==> src/rtl/recseq_pkg.sv <==
package recseq_pkg;
  typedef enum logic [1:0] {
    CMD_NOP  = 2'b00,
    CMD_PLAY = 2'b01,
    CMD_REC  = 2'b10,
    CMD_STOP = 2'b11
  } cmdE;

  typedef enum logic [1:0] {S_IDLE, S_IDX, S_RUN, S_ACC} stateE;

  // strobes from control to datapath
  typedef struct packed {
    logic loadRegs;
    logic startRun;
    logic stepCount;
    logic clrByte;
    logic nextByte;
    logic capByte;
    logic snapStop;
    logic capRec;
    logic emitPlay;
  } strobeS;

  localparam int NBYTES = 5;
endpackage

==> src/rtl/recSeqCtrl.sv <==
module recSeqCtrl
  import recseq_pkg::*;
(
  input  logic       clk,
  input  logic       rstN,
  input  logic       cmdValid,
  input  logic [1:0] cmd,
  input  logic       idxValid,
  input  logic       idxWrite,
  input  logic       regWrEn,
  input  logic       sampleStrobe,
  input  logic       memAck,
  input  logic       runDone,
  input  logic       startEmpty,
  input  logic       lastByte,
  output strobeS     st,
  output logic       busy,
  output logic       rpm,
  output logic       memReq,
  output logic       memWe,
  output logic       memIdx
);
  stateE state, nxtState;
  logic  wrOp, recOp, stopPend;
  logic  isStop, isRun;

  assign isStop = cmdValid && (cmd == CMD_STOP);
  assign isRun  = cmdValid && ((cmd == CMD_PLAY) || (cmd == CMD_REC));

  always_comb begin
    st       = '0;
    nxtState = state;
    memReq   = 1'b0;
    memWe    = 1'b0;
    memIdx   = 1'b0;
    case (state)
      S_IDLE: begin
        if (idxValid) begin
          st.clrByte = 1'b1;
          nxtState   = S_IDX;
        end else if (isRun) begin
          if (!startEmpty) begin
            st.startRun = 1'b1;
            nxtState    = S_RUN;
          end
        end else if (regWrEn) begin
          st.loadRegs = 1'b1;
        end
      end
      S_IDX: begin
        memReq = 1'b1;
        memWe  = wrOp;
        memIdx = 1'b1;
        if (memAck) begin
          st.capByte = !wrOp;
          if (lastByte) nxtState = S_IDLE;
          else          st.nextByte = 1'b1;
        end
      end
      S_RUN: begin
        if (stopPend || isStop) begin
          st.snapStop = 1'b1;
          nxtState    = S_IDLE;
        end else if (sampleStrobe) begin
          st.capRec = 1'b1;
          nxtState  = S_ACC;
        end
      end
      S_ACC: begin
        memReq = 1'b1;
        memWe  = recOp;
        if (memAck) begin
          st.emitPlay  = !recOp;
          st.stepCount = 1'b1;
          nxtState     = runDone ? S_IDLE : S_RUN;
        end
      end
      default: nxtState = S_IDLE;
    endcase
  end

  always_ff @(posedge clk) begin
    if (!rstN) begin
      state    <= S_IDLE;
      wrOp     <= 1'b0;
      recOp    <= 1'b0;
      stopPend <= 1'b0;
    end else begin
      state <= nxtState;
      if (st.clrByte)  wrOp  <= idxWrite;
      if (st.startRun) recOp <= (cmd == CMD_REC);
      if (state == S_ACC && memAck && runDone) stopPend <= 1'b0;
      else if (state == S_ACC && isStop)       stopPend <= 1'b1;
      else if (state == S_RUN)                 stopPend <= 1'b0;
    end
  end

  assign busy = (state == S_IDX);
  assign rpm  = (state == S_RUN) || (state == S_ACC);
endmodule

==> src/rtl/recSeqData.sv <==
module recSeqData
  import recseq_pkg::*;
#(
  parameter int XW  = 13,
  parameter int YW  = 8,
  parameter int CHW = 5
) (
  input  logic          clk,
  input  logic          rstN,
  input  strobeS        st,
  input  logic          memIdx,
  input  logic [1:0]    memSize,
  input  logic [XW-1:0] startXIn,
  input  logic [XW-1:0] stopXIn,
  input  logic [YW-1:0] stopYIn,
  input  logic [CHW-1:0] chanSel,
  input  logic [3:0]    recSample,
  input  logic [7:0]    memRdata,
  output logic [XW-1:0] startXOut,
  output logic [XW-1:0] stopXOut,
  output logic [YW-1:0] stopYOut,
  output logic [XW-1:0] curX,
  output logic [YW-1:0] curY,
  output logic [XW-1:0] memX,
  output logic [YW-1:0] memY,
  output logic [7:0]    memWdata,
  output logic [3:0]    playSample,
  output logic          playValid,
  output logic          runDone,
  output logic          startEmpty,
  output logic          lastByte
);
  localparam int AW  = XW + YW;
  localparam int HIW = XW - 8;
  localparam int BIW = $clog2(NBYTES);

  logic [XW-1:0]  startX, stopX, lastX;
  logic [YW-1:0]  stopY;
  logic [CHW-1:0] chan;
  logic [BIW-1:0] byteIdx;
  logic           toEnd;
  logic [3:0]     recNib;
  logic [AW-1:0]  curAddr, nxtAddr, stopAddr, startAddr;
  logic           atLast;
  logic [7:0]     byteOut;

  always_comb begin
    case (memSize)
      2'd0:    lastX = XW'((1 << 10) - 1);
      2'd1:    lastX = XW'((1 << 12) - 1);
      default: lastX = XW'((1 << 13) - 1);
    endcase
  end

  assign curAddr    = {curX, curY};
  assign nxtAddr    = curAddr + AW'(1);
  assign stopAddr   = {stopX, stopY};
  assign startAddr  = {startX, {YW{1'b0}}};
  assign atLast     = (curX == lastX) && (curY == {YW{1'b1}});
  assign runDone    = atLast || (!toEnd && (nxtAddr == stopAddr));
  assign startEmpty = (startAddr == stopAddr);
  assign lastByte   = (byteIdx == BIW'(NBYTES - 1));

  always_comb begin
    case (byteIdx)
      BIW'(0): byteOut = startX[7:0];
      BIW'(1): byteOut = 8'({startX[XW-1:8]});
      BIW'(2): byteOut = 8'(stopY);
      BIW'(3): byteOut = stopX[7:0];
      default: byteOut = 8'({stopX[XW-1:8]});
    endcase
  end

  assign memX     = memIdx ? XW'(chan) : curX;
  assign memY     = memIdx ? YW'(byteIdx) : curY;
  assign memWdata = memIdx ? byteOut : {4'b0000, recNib};

  always_ff @(posedge clk) begin
    if (!rstN) begin
      startX     <= '0;
      stopX      <= '0;
      stopY      <= '0;
      curX       <= '0;
      curY       <= '0;
      chan       <= '0;
      byteIdx    <= '0;
      toEnd      <= 1'b0;
      recNib     <= '0;
      playSample <= '0;
      playValid  <= 1'b0;
    end else begin
      playValid <= st.emitPlay;
      if (st.emitPlay) playSample <= memRdata[3:0];
      if (st.capRec)   recNib     <= recSample;
      if (st.loadRegs) begin
        startX <= startXIn;
        stopX  <= stopXIn;
        stopY  <= stopYIn;
      end
      if (st.clrByte) begin
        byteIdx <= '0;
        chan    <= chanSel;
      end
      if (st.nextByte) byteIdx <= byteIdx + BIW'(1);
      if (st.capByte) begin
        case (byteIdx)
          BIW'(0): startX[7:0]    <= memRdata;
          BIW'(1): startX[XW-1:8] <= memRdata[HIW-1:0];
          BIW'(2): stopY          <= YW'(memRdata);
          BIW'(3): stopX[7:0]     <= memRdata;
          default: stopX[XW-1:8]  <= memRdata[HIW-1:0];
        endcase
      end
      if (st.startRun) begin
        curX  <= startX;
        curY  <= '0;
        toEnd <= (stopAddr < startAddr);
      end
      if (st.stepCount && !atLast) {curX, curY} <= nxtAddr;
      if (st.snapStop) begin
        stopX <= curX;
        stopY <= curY;
      end
    end
  end

  assign startXOut = startX;
  assign stopXOut  = stopX;
  assign stopYOut  = stopY;
endmodule

==> src/rtl/chanRecSeq.sv <==
module chanRecSeq
  import recseq_pkg::*;
(
  input  logic        clk,
  input  logic        rstN,
  input  logic [1:0]  memSize,
  input  logic        regWrEn,
  input  logic [12:0] startXIn,
  input  logic [12:0] stopXIn,
  input  logic [7:0]  stopYIn,
  output logic [12:0] startXOut,
  output logic [12:0] stopXOut,
  output logic [7:0]  stopYOut,
  input  logic        idxValid,
  input  logic        idxWrite,
  input  logic [4:0]  chanSel,
  input  logic        cmdValid,
  input  logic [1:0]  cmd,
  input  logic        sampleStrobe,
  input  logic [3:0]  recSample,
  output logic [3:0]  playSample,
  output logic        playValid,
  output logic        busy,
  output logic        rpm,
  output logic [12:0] curX,
  output logic [7:0]  curY,
  output logic        memReq,
  output logic        memWe,
  output logic        memIdx,
  output logic [12:0] memX,
  output logic [7:0]  memY,
  output logic [7:0]  memWdata,
  input  logic [7:0]  memRdata,
  input  logic        memAck
);
  strobeS st;
  logic   runDone, startEmpty, lastByte;

  recSeqCtrl u_ctrl (
    .clk(clk), .rstN(rstN), .cmdValid(cmdValid), .cmd(cmd),
    .idxValid(idxValid), .idxWrite(idxWrite), .regWrEn(regWrEn),
    .sampleStrobe(sampleStrobe), .memAck(memAck), .runDone(runDone),
    .startEmpty(startEmpty), .lastByte(lastByte), .st(st),
    .busy(busy), .rpm(rpm), .memReq(memReq), .memWe(memWe), .memIdx(memIdx)
  );

  recSeqData #(.XW(13), .YW(8), .CHW(5)) u_data (
    .clk(clk), .rstN(rstN), .st(st), .memIdx(memIdx), .memSize(memSize),
    .startXIn(startXIn), .stopXIn(stopXIn), .stopYIn(stopYIn),
    .chanSel(chanSel), .recSample(recSample), .memRdata(memRdata),
    .startXOut(startXOut), .stopXOut(stopXOut), .stopYOut(stopYOut),
    .curX(curX), .curY(curY), .memX(memX), .memY(memY),
    .memWdata(memWdata), .playSample(playSample), .playValid(playValid),
    .runDone(runDone), .startEmpty(startEmpty), .lastByte(lastByte)
  );
endmodule

==> config.mk <==
export PLATFORM = sky130hd
export DESIGN_NAME = chanRecSeq
export DESIGN_NICKNAME = d
export VERILOG_FILES = /design/src/rtl/recseq_pkg.sv /design/src/rtl/recSeqCtrl.sv /design/src/rtl/recSeqData.sv /design/src/rtl/chanRecSeq.sv
export SDC_FILE = /design/constraint.sdc
export NUM_CORES = 1
export LEC_CHECK = 0
export BUFFER_PORTS_ARGS = -buffer_cell sky130_fd_sc_hd__buf_2
export CAP_MARGIN = 30
export CORE_UTILIZATION = 57
export DETAILED_ROUTE_END_ITERATION = 16
export PLACE_DENSITY = 0.86
export SYNTH_ARGS = -nofsm -noshare
export SYNTH_HDL_FRONTEND = slang
export SYNTH_SLANG_ARGS = --single-unit
==> constraint.sdc <==
create_clock -name clk -period 7.45 [get_ports clk]
set_input_delay 1.1175 -clock clk [delete_from_list [all_inputs] [get_ports clk]]
set_output_delay 1.1175 -clock clk [all_outputs]
set_load 0.01 [all_outputs]
# [Word-level counts from Yosys, hierarchy flattened]
# Cells that the tools add are included.
[op_classes] eq_ne=21 n_reduce_logical=26 muxes=58 addsub=2 bitwise_logic=1 order_cmp=1
[op_table] cell="$mux W13" n=8
[op_table] cell="$mux W8" n=10
[op_table] cell="$eq A21 B21 Y1" n=2
[op_table] cell="$pmux W8 S4" n=1
[op_table] cell="$mux W2" n=14
[op_table] cell="$pmux W13 S2" n=1
[op_table] cell="$add A21 B1 Y21 const B" n=1
[op_table] cell="$lt A21 B21 Y1" n=1
[op_table] cell="$mux W1" n=18
[op_table] cell="$eq A13 B13 Y1" n=1
[op_table] cell="$mux W5" n=2
[op_table] cell="$eq A2 B2 Y1 const B" n=4
[op_table] cell="$eq A8 B8 Y1 const B" n=1
[op_table] cell="$logic_and A1 B1 Y1" n=8
[op_table] cell="$pmux W2 S4" n=1
[op_table] cell="$eq A2 B1 Y1 const B" n=3
[op_table] cell="$eq A3 B2 Y1 const B" n=2
[op_table] cell="$mux W3" n=2
[op_table] cell="$ne A3 B2 Y1 const B" n=2
[op_table] cell="$reduce_and A6 Y1" n=1
[op_table] cell="$reduce_bool A2 Y1" n=3
[op_table] cell="$logic_not A1 Y1" n=4
[op_table] cell="$logic_not A2 Y1" n=2
[op_table] cell="$logic_or A1 B1 Y1" n=4
[op_table] cell="other kinds (11)" n=13
[word_totals] in_bits=63 regBits=78 word_cells=124 output_inout_bits=94

# [Logic depth before layout (Yosys ltp)]
# Gate-level depths: netlist of run 1.
[depth] word_depth=10 mapped_depth=10 ltp_nobuf=9

# [Cells and area by module]
# Synthesis of run 1 repeated with hierarchy kept, for this count alone.
[unflattened] hier_cells=701 hier_area_um2=5435.2
[by_module_without_submodules] mod="recSeqData" n_inst=1 cells_per_inst=651 seq_area_each_um2=1461.4 area_each_um2=5028.6
[by_module_without_submodules] mod="recSeqCtrl" n_inst=1 cells_per_inst=50 seq_area_each_um2=100.1 area_each_um2=406.6

# [Least setup slack after synthesis of run 1]
# No wires, ideal clock.
[synth_timing] path_kind="input port to flip-flop" start="input cmd[0]" end="register u_data.startX[2] (netlist: u_data.startXOut[2])" arrival_ps=2730 path_buffers=2 path_stages=8 setup_slack_ps=4583 cell_sequence="inv_1 ha_1 nand2b_1 nand4b_1 clkbuf_1 clkbuf_1 mux2i_1 a211oi_1"
[synth_via] elab_chain_cells=9 elab_cells_between_ends=10
[synth_rtl] item="start, declared" line_no="chanRecSeq.sv:18" rtl="input logic [1:0] cmd,"
[synth_rtl] item="$eq A2 B1 Y1 / $eq A2 B2 Y1 (equally long branches)" line_no="recSeqCtrl.sv:28" rtl="assign isRun = cmdValid && ((cmd == CMD_PLAY) || (cmd == CMD_REC));"
[synth_rtl] item="$logic_or A1 B1 Y1 *" line_no="recSeqCtrl.sv:28"
[synth_rtl] item="$logic_and A1 B1 Y1 *" line_no="recSeqCtrl.sv:28"
[synth_rtl] item="$mux W1 *" line_no="recSeqCtrl.sv:41" rtl="end else if (isRun) begin"
[synth_rtl] item="$mux W2 *" line_no="recSeqCtrl.sv:38" rtl="if (idxValid) begin"
[synth_rtl] item="$mux W2 *" line_no="recSeqCtrl.sv:36" rtl="case (state)"
[synth_rtl] item="$mux W13 *" line_no="recSeqData.sv:95" rtl="if (st.loadRegs) begin"
[synth_rtl] item="$mux W8" line_no="recSeqData.sv:106" rtl="case (byteIdx)"
[synth_rtl] item="$mux W13 *" line_no="recSeqData.sv:105" rtl="if (st.capByte) begin"
[synth_rtl] item="end signal, assigned" line_no="recSeqData.sv:96" rtl="startX <= startXIn;"
[synth_rtl] item="end signal, assigned" line_no="recSeqData.sv:107" rtl="BIW'(0): startX[7:0] <= memRdata;"
[synth_rtl] item="end signal, assigned by index" line_no="recSeqData.sv:108" rtl="BIW'(1): startX[XW-1:8] <= memRdata[HIW-1:0];"
[synth_rtl] item="end, declared" line_no="recSeqData.sv:37" rtl="logic [XW-1:0] startX, stopX, lastX;"
# Mark *: on every way between the ends. The rest lies on a longest branch, timed or not.
# A chain may end at the register's enable or synchronous reset.

# [Final worst setup path of run 1]
[layout_timing] start="register u_data.byteIdx[2]" end="output memWdata[3]"
[layout_via] elab_chain_cells=3 elab_cells_between_ends=6
[layout_rtl] item="start, declared" line_no="recSeqData.sv:40" rtl="logic [BIW-1:0] byteIdx;"
[layout_rtl] item="start signal, assigned" line_no="recSeqData.sv:104" rtl="if (st.nextByte) byteIdx <= byteIdx + BIW'(1);"
[layout_rtl] item="$eq A3 B2 Y1 (tied with other cells)" line_no="recSeqData.sv:65" rtl="case (byteIdx)"
[layout_rtl] item="$pmux W8 S4 *" line_no="recSeqData.sv:65"
[layout_rtl] item="$mux W8 *" line_no="recSeqData.sv:76" rtl="assign memWdata = memIdx ? byteOut : {4'b0000, recNib};"
[layout_rtl] item="end, declared" line_no="chanRecSeq.sv:32" rtl="output logic [7:0] memWdata,"
# Marked as above.

==> results of run 1 <==
-- kinds of logic (layout without fill, tap and decap cells) --
group           after synthesis  in the layout  synth area share (%)
mux                          47             47                 8.571
flops                        78             78                 28.08
fa+ha+maj                    21             21                 4.724
compound gates              201            201                 22.65
buf+inv                      88            205                 7.717
xor+xnor                     27             27                 4.387
simple gates                259            259                 23.87
-- power by group through the flow --
stage	Clock (mW)	Sequential, mW	Combinational [mW]
floorplan	0	0.520	0.329
global placement	0	0.547	0.443
detailed placement	0	0.550	0.466
CTS	0.358	0.540	0.470
global route	0.382	0.550	0.518
finish	0.362	0.546	0.474
-- critical path, delay by kind of cell (launching register included) --
kind | cells | cell delay [ps]
flops | 1 | 700
buf+inv | 2 | 350
compound gates | 4 | 730
fa+ha+maj | 1 | 380
-- cell type report --
cell class              count  area (sq um)  share of cell area, %
flip-flops and latches     78          1562                  24.17
multi-input cells         555          3576                  55.36
inverters                  27         101.3                  1.569
well taps                 129         161.4                  2.499
repair buffers            162         845.8                  13.09
clock inverters             6         86.33                  1.336
clock buffers              10         127.6                  1.976
-- per-stage QoR --
step / total power, mW / utilization (%)
final: 1.382 / 69.26
after global routing: 1.450 / 69.26
after CTS: 1.368 / 69.26
after detailed placement: 1.016 / 66.96
after global placement: 0.9894 / 66.67
after floorplan: 0.8488 / -
-- worst max path at each step --
stage / end / slack [ps] / cells after the start
after global placement: u_data.curX[11]$_SDFFE_PN0P_ / 4160 / 8
after CTS: memWdata[0] / 3890 / 7
final: memWdata[3] / 3820 / 7
after floorplan: u_data.startXOut[2]$_SDFF_PN0_ / 4580 / 8
after detailed placement: u_data.curX[8]$_SDFFE_PN0P_ / 4110 / 8
after global routing: memWdata[0] / 3710 / 7
-- registers in the layout (all words and copies together), names as in the netlist --
name and flops:
u_ctrl.stopPend 1, u_data.recNib 4, u_data.stopYOut 8, u_data.playSample 4, u_data.playValid 1, u_ctrl.recOp 1
u_ctrl.wrOp 1, u_ctrl.state 2, u_data.curY 8, u_data.toEnd 1, u_data.curX 13, u_data.chan 5
u_data.startXOut 13, u_data.byteIdx 3, u_data.stopXOut 13
-- per-layer routing --
layer  track usage (%)  wire, um  vias up
li1                  -         -     2812
met1             54.26      8050     2890
met2             61.80      8761      430
met3             7.559      2278       57
met4             15.72       795        0
met5                 0         0        -
-- placed cells by master (no fill, tap or decap), types with 5 or more instances in the layout --
master    netlist  routed
a21oi_1        81      81
and2_1         15      15
nor2_1         97      97
a22oi_1        13      13
and3_1          7       7
mux2i_1        42      42
buf_4           4       5
dfxtp_1        78      78
nand4_1        10      10
clkbuf_8        5       9
or3_1           6       6
nand3_1        22      22
o21ai_0        32      32
nor3_1         13      13
xor2_1          8       8
nand2_1        47      47
inv_1          27      26
buf_2           8     156
a211oi_1       36      36
xnor2_1        18      18
o21a_1          5       5
ha_1           21      21
mux2_2          5       5
==> impl_metrics.toml, run 1 <==
[die]
rows = 35
die_h_um = 100.8
initial_core_util_pct = 59.62
dieWidth_um = 100.8
die_area_sq_um = 10160
design.core.area_sq_um = 9328
io_pins = 157

[timing]
setup_viol = 0
period_needed_ps = 3633
hold_viol = 0
drv_slew = 0
rsz0062_at_grt = "no"
setup_tns_ps = 0
max_slew_margin_pct = 42.58
setup_ws_ps = 3817
period_share_pct = 48.76
max_freq_mhz = 275.3
tightest_slew_ps = 859.2
fin_skew_ps = 13.69
holdWs_ps = 462.8

[worst_hold_path]
hold_depth = 2
hp-start = "u_data.chan[4]$_SDFFE_PN0P_"
hold_class = "register to register"
hold_end = "u_data.chan[4]$_SDFFE_PN0P_"

[place]
place_inst = 951
postPlaceCellArea_sq_um = 6246
place_hpwl_um = 14590
port_buffers = 156
pre_cts_ws_ps = 4109
gp_congestion = 0.9591

[clock_tree]
cts_resized = 0
ctsLongestPathBuffers = 2
numCtsBuffers = 9
cts_root_buf = "clkbuf_8"
post_cts_buffers = 0
clkSlewWorstSetupHoldPaths_ps = 90
worstSkewPairLatency_ps = 370
h-tree-depth = 3
cts.sinks = 78
cts_tree = "done"
cts_hold_repair.buffers = 0

[final_layout]
diodes = 0
nFillCells = 823
nNetsFinal = 917
area_delta_synth_final_pct = 16.15
fin_area_sq_um = 6460
fin_cells = 967
drive_above_1_share_pct = 24.34

[detailed_routing]
wire_per_inst_um = 20.56
drt_iter0_drc = 572
drcViolationCount = 0
first_pass_iters = 5
wl_um = 19890
drt.antenna.violating_nets = 0
vias_per_cell = 6.400
dr_total_vias = 6189

[yosys]
ys_top_cells_by_count = "nor2_1, a21oi_1, dfxtp_1"
synthesis.nets = 805
postSynthAreaPerCell_sq_um = 7.714
synth_ff_type = "dfxtp_1"
synthArstFlopShare_pct = 0
syn_inst = 721
synth.most_common_cell = "nor2_1"
synth_area_leader_cell = "dfxtp_1"
ys.warnings.count = 0
ys_ff_latch = 78
synth_top_area_share_pct = 28.08
ys_top_cells_by_area = "dfxtp_1, mux2i_1, a21oi_1"
seq_area_frac_synth_pct = 28.08
syn_area_sq_um = 5562
synthDistinctLibCells = 70
synth-edff-count = 0

[power_and_ir_drop]
sw_frac_of_total_pct = 38.25
intPower_mw = 0.8536
leakage_nw = 3.050
power.density_nw_per_um2 = 214.0
peakVddDrop_mv = 0.1265
pwr-share-seq_pct = 39.5
p_sw_mw = 0.5286
combPwrFrac_pct = 34.3
clkPwrFrac_pct = 26.2

[critical_path]
critPathRequiredTime_ps = 6330
end_kind = "primary output"
path_cells = "inv_1 -> ha_1 -> a22oi_1 -> a21oi_1 -> a21oi_1 -> o21ai_0 -> buf_2"
crit_fanout = 16
rr_worst_depth = 8
cp-start-kind = "register"
r2r_slack_ps = 4150
worst_path_most_repeated_cell = "a21oi_1"
criticalPathCategory = "register to primary output"
cpPeakStageDelay_ps = 700
crit_start = "u_data.byteIdx[2]$_SDFFE_PN0P_"
r2r-end = "u_data.curX[8]$_SDFFE_PN0P_"
r2r_start = "u_data.curY[0]$_SDFFE_PN0P_"
arrival_ps = 2520
crit_slowest_cell = "dfxtp_1"

[global_routing]
antenna_found_initial = 0
grt_pass1_vias = 5526
grt_pass1_wl_um = 30340
gr-usage-all-layers_pct = 39.75
grt_max_degree = 76
grt_overflow = 0

[run]
max-cap-violations = 0

[status]
outcome = "completed"
Note: power is estimated with default switching activity, not from simulation.
==> inputs of run 2 (changes only) <==
ABC_AREA = 1   (was unset)
CORE_UTILIZATION = 48   (was 57)
PLACE_DENSITY = 0.78   (was 0.86)
clock period = 3 ns   (was 7.45 ns; I/O delays follow)
==> run 2 against run 1 <==
- sequential power up 150%
- combinational power grew to 3.1 times the previous value
- wire length up 2.7%
- worst setup slack worse by 3500 ps
- die area is 15% higher
- critical path type unchanged
- largest cell class unchanged
==> impl_metrics.toml, run 2 <==
[yosys]
syn_area_sq_um = 5378
yosys.area_share.simple_pct = 32.20
synth-edff-count = 0
synth_ff_type = "dfxtp_1"
synth_top_area_share_pct = 29.04
syn_inst = 876
ys_top_cells_by_area = "dfxtp_1, nand2_1, o21ai_0"
seq_area_frac_synth_pct = 29.04
synth_top_family_by_area = "simple AND/OR/NAND/NOR gates"
synthArstFlopShare_pct = 0
synthesis.nets = 960
synthAdderAreaFrac_pct = 4.886
synth-xor-area-share_pct = 0.7445
ys_ff_latch = 78
synth_compound_area_share_pct = 22.57
ys.warnings.count = 0
muxShareOfSynthArea_pct = 0
synthDistinctLibCells = 43
synth_area_leader_cell = "dfxtp_1"
ys_top_cells_by_count = "nand2_1, o21ai_0, inv_1"
synth.most_common_cell = "nand2_1"
postSynthAreaPerCell_sq_um = 6.139

[timing]
fin_skew_ps = 8.554
hold_viol = 0
period_needed_ps = 2721
period_share_pct = 90.69
setup_tns_ps = 0
holdWs_ps = 328.6
tightest_slew_ps = 927.6
max_freq_mhz = 367.5
rsz0062_at_grt = "no"
setup_viol = 0
drv_slew = 0
max_slew_margin_pct = 37.93

[clock_tree]
cts_tree = "done"
clkSlewWorstSetupHoldPaths_ps = 80
ctsLongestPathBuffers = 2
worstSkewPairLatency_ps = 370
cts_hold_repair.buffers = 0
h-tree-depth = 3
post_cts_buffers = 0
cts.sinks = 78
numCtsBuffers = 9
cts_resized = 0
cts_root_buf = "clkbuf_8"

[die]
initial_core_util_pct = 49.39
design.core.area_sq_um = 10890
die_h_um = 107.8
dieWidth_um = 107.8
rows = 38
die_area_sq_um = 11630
io_pins = 157

[worst_hold_path]
hp-start = "chanSel[4]"
hold_class = "input port to register"

[final_layout]
nNetsFinal = 1103
fin_area_sq_um = 6486
final_core_util_pct = 59.57
drive_above_1_share_pct = 19.24
area_delta_synth_final_pct = 20.61
layout_common_cells = "nand2_1, buf_2, o21ai_0, inv_1, nor2_1"
final_common_cell = "nand2_1"
diodes = 0

[detailed_routing]
wire_per_inst_um = 17.54
wl_um = 20420
vias_per_cell = 5.742
dr_total_vias = 6684
drt.antenna.violating_nets = 0
drt_iter0_drc = 792
drcViolationCount = 0
first_pass_iters = 6

[place]
gp_congestion = 1.007
postPlaceCellArea_sq_um = 6262
place_hpwl_um = 15380
port_buffers = 156

[critical_path]
critPathRequiredTime_ps = 2550
end_kind = "primary output"
cp-start-kind = "register"
criticalPathCategory = "register to primary output"
r2r_start = "u_data.curY[1]$_SDFFE_PN0P_"
crit_fanout = 10
crit_start = "u_data.byteIdx[2]$_SDFFE_PN0P_"
arrival_ps = 2270

[status]
outcome = "completed"

[power_and_ir_drop]
power.density_nw_per_um2 = 568.5
leakage_nw = 3.124
peakVddDrop_mv = 0.3929
p_total_mw = 3.688

[run]
max-cap-violations = 0

[global_routing]
gr-usage-all-layers_pct = 35.34
grt_pass1_wl_um = 30760
antenna_found_initial = 0
grt_max_degree = 59
grt_pass1_vias = 5864
grt_overflow = 0
[run 2: cell types whose count changed after synthesis, sizes merged, moves of 16 or more]
cell,change
clkbuf,-20
nand2,+187
inv,+83
mux2i,-42
a21oi,-29
a211oi,-34
nand3,+27
xnor2,-18
o21ai,+83
o22ai,+16
[run 2: worst paths after layout]
| path | to | slack, ps | depth (start not counted) |
|---|---|---|---|
| setup / recovery | memWdata[3] | 280 | 7 |
| hold / removal | u_data.chan[4]$_SDFFE_PN0P_ | 330 | 3 |
| hold reg to reg | u_data.chan[1]$_SDFFE_PN0P_ | 490 | 2 |
| setup reg to reg | u_data.curY[0]$_SDFFE_PN0P_ | 350 | 12 |
[run 2: kinds of logic after synthesis]
| logic type | Yosys count |
|---|---|
| simple gates | 410 |
| compound gates | 220 |
| buf+inv | 144 |
| flops | 78 |
| fa+ha+maj | 21 |
| xor+xnor | 3 |
[run 2: routing by layer]
layer	GRT usage (%)	vias up	share of wire, %
met1	46.18	2977	41
met3	6.295	69	10
met5	0	-	0
met4	15.75	0	4.3
met2	56.50	462	44
li1	-	3176	-
[run 2: through the flow]
step,setup slack (ps),std cells
finish,279.2,1164
global route,173.2,1164
CTS,142.7,1164
detailed placement,519.4,1148
global placement,572.3,1148
floorplan,956.8,876
[run 2: final cells by class]
type | instances | area (sq um)
timing repair buffer | 163 | 845.8
tap | 140 | 175.2
clock inverter | 3 | 40.04
fill | 1104 | 4402
sequential | 78 | 1563
inverter | 113 | 432.9
clock buffer | 13 | 178.9
multi-input combinational | 654 | 3251
[run 2: critical path, stage by stage, from the launching register on]
cell        delay (ps)
dfxtp_2            470
clkinvlp_4         230
ha_1               270
inv_1              220
o22ai_1            160
nor3_1             230
o21ai_0            150
buf_2              170
[run 2: power breakdown]
part	switching, mW	leakage [nW]	internal [mW]
combinational	0.949	2.37	0.509
sequential	0.167	0.634	1.17
clock	0.416	0.115	0.473
==> inputs of run 3 (changes only) <==
==> constraint.sdc (replaced) <==
create_clock -name clk -period 3 [get_ports clk]
set_input_delay 0.15 -clock clk [delete_from_list [all_inputs] [get_ports clk]]
set_output_delay 0.15 -clock clk [all_outputs]
set_load 0.01 [all_outputs]
==> run 3 against run 2 <==
- die area unchanged
- largest power group unchanged
- clock power increased by 12%
- largest cell class unchanged
- critical path depth unchanged
- highest routed layer unchanged
==> impl_metrics.toml, run 3 (synthesis results as in run 2) <==
[timing]
setup_ws_ps = 282.5
max_freq_mhz = 368.0
period_needed_ps = 2717
drv_slew = 0
max_slew_margin_pct = 33.11
tightest_slew_ps = 999.7
setup_tns_ps = 0
fin_skew_ps = 13.80
setup_viol = 0
period_share_pct = 90.58
rsz0062_at_grt = "no"
hold_viol = 0
holdWs_ps = 21.56

[final_layout]
final_common_cell = "nand2_1"
fin_cells = 1167
area_delta_synth_final_pct = 21.48
drive_above_1_share_pct = 19.18
nNetsFinal = 1106
layout_common_cells = "nand2_1, buf_2, o21ai_0, inv_1, nor2_1"
diodes = 0

[critical_path]
arrival_ps = 2570
critPathRequiredTime_ps = 2850
crit_fanout = 10
criticalPathCategory = "register to primary output"
worst_path_most_repeated_cell = "o21ai_0"
cp-start-kind = "register"
end_kind = "primary output"
cpPeakStageDelay_ps = 570
path_cells = "clkinv_1 -> ha_1 -> inv_1 -> o21ai_0 -> a211oi_1 -> o21ai_0 -> buf_2"
crit_slowest_cell = "dfxtp_1"

[die]
die_h_um = 107.8
rows = 38
dieWidth_um = 107.8
die_area_sq_um = 11630
design.core.area_sq_um = 10890
initial_core_util_pct = 49.39
io_pins = 157

[detailed_routing]
wire_per_inst_um = 17.82
drt_iter0_drc = 743
drcViolationCount = 0
vias_per_cell = 5.758
drt.antenna.violating_nets = 0
dr_total_vias = 6720
first_pass_iters = 8
wl_um = 20800

[global_routing]
grt_max_degree = 33
gr-usage-all-layers_pct = 36.45
grt_pass1_vias = 5889
grt_pass1_wl_um = 31550
antenna_found_initial = 0
grt_overflow = 0

[clock_tree]
cts.sinks = 78
h-tree-depth = 3
clkSlewWorstSetupHoldPaths_ps = 80
cts_hold_repair.buffers = 0
worstSkewPairLatency_ps = 380
cts_root_buf = "clkbuf_8"
post_cts_buffers = 0
cts_resized = 0
ctsLongestPathBuffers = 2
cts_tree = "done"
numCtsBuffers = 9

[place]
gp_congestion = 1.142
place_inst = 1151
pre_cts_ws_ps = 508.9
place_hpwl_um = 16020
port_buffers = 156

[power_and_ir_drop]
leakage_nw = 3.144
power.density_nw_per_um2 = 582.8
peakVddDrop_mv = 0.3917

[status]
outcome = "completed"

[worst_hold_path]
hold_class = "input port to register"

[run]
max-cap-violations = 0
==> run 3: cell types whose count changed in the layout (fill, tap and decap cells not counted), sizes merged <==
cell / delta
buf: +3
clkbuf: -2
bufinv: +2
==> run 3: worst paths after layout <==
kind | startpoint | slack [ps] | cells past startpoint | end
setup / recovery | u_data.byteIdx[2]$_SDFFE_PN0P_ | 280 | 7 | memWdata[0]
hold / removal | recSample[2] | 20 | 3 | u_data.recNib[2]$_SDFFE_PN0P_
setup reg to reg | u_data.curY[1]$_SDFFE_PN0P_ | 370 | 12 | u_data.curX[6]$_SDFFE_PN0P_
hold reg to reg | u_data.chan[1]$_SDFFE_PN0P_ | 490 | 2 | u_data.chan[1]$_SDFFE_PN0P_
==> run 3: routing by layer <==
| metal | share of wire (%) | routed length (um) | up-vias | GRT usage (%) |
|---|---|---|---|---|
| met2 | 44 | 9138 | 469 | 57.69 |
| met5 | 0 | 0 | - | 0 |
| li1 | - | - | 3184 | - |
| met1 | 41 | 8480 | 2978 | 46.59 |
| met4 | 5.0 | 1041 | 0 | 18.88 |
| met3 | 10 | 2138 | 89 | 7.324 |
==> run 3: stage by stage <==
step / utilization [%] / total power, mW / cell area [sq um]
floorplan: - / 2.256 / 5378
global placement: 57.72 / 2.767 / 6285
detailed placement: 57.72 / 2.784 / 6285
CTS: 60.00 / 3.770 / 6533
global route: 60.00 / 4.020 / 6533
finish: 60.00 / 3.807 / 6533
==> run 3: layout make-up <==
type,count,area [sq um]
multi-input cells,654,3251
fillers,1101,4355
clock buffers,11,141.4
repair buffers,166,868.3
clock inverters,5,106.4
flip-flops and latches,78,1562
well taps,140,175.2
inverters,113,429.2
==> run 3: power by group <==
group	switching [mW]	total [mW]	internal (mW)
registers	0.156	1.33	1.17
logic	0.965	1.48	0.514
clock network	0.422	0.999	0.577
==> run 3: critical path: cells and delay by family, from the launching register on <==
kind                       cells  cell delay, ps
AOI/OAI and AO/OA              3             550
DFF                            1             570
buffers and inverters          3             740
adders and majority gates      1             340
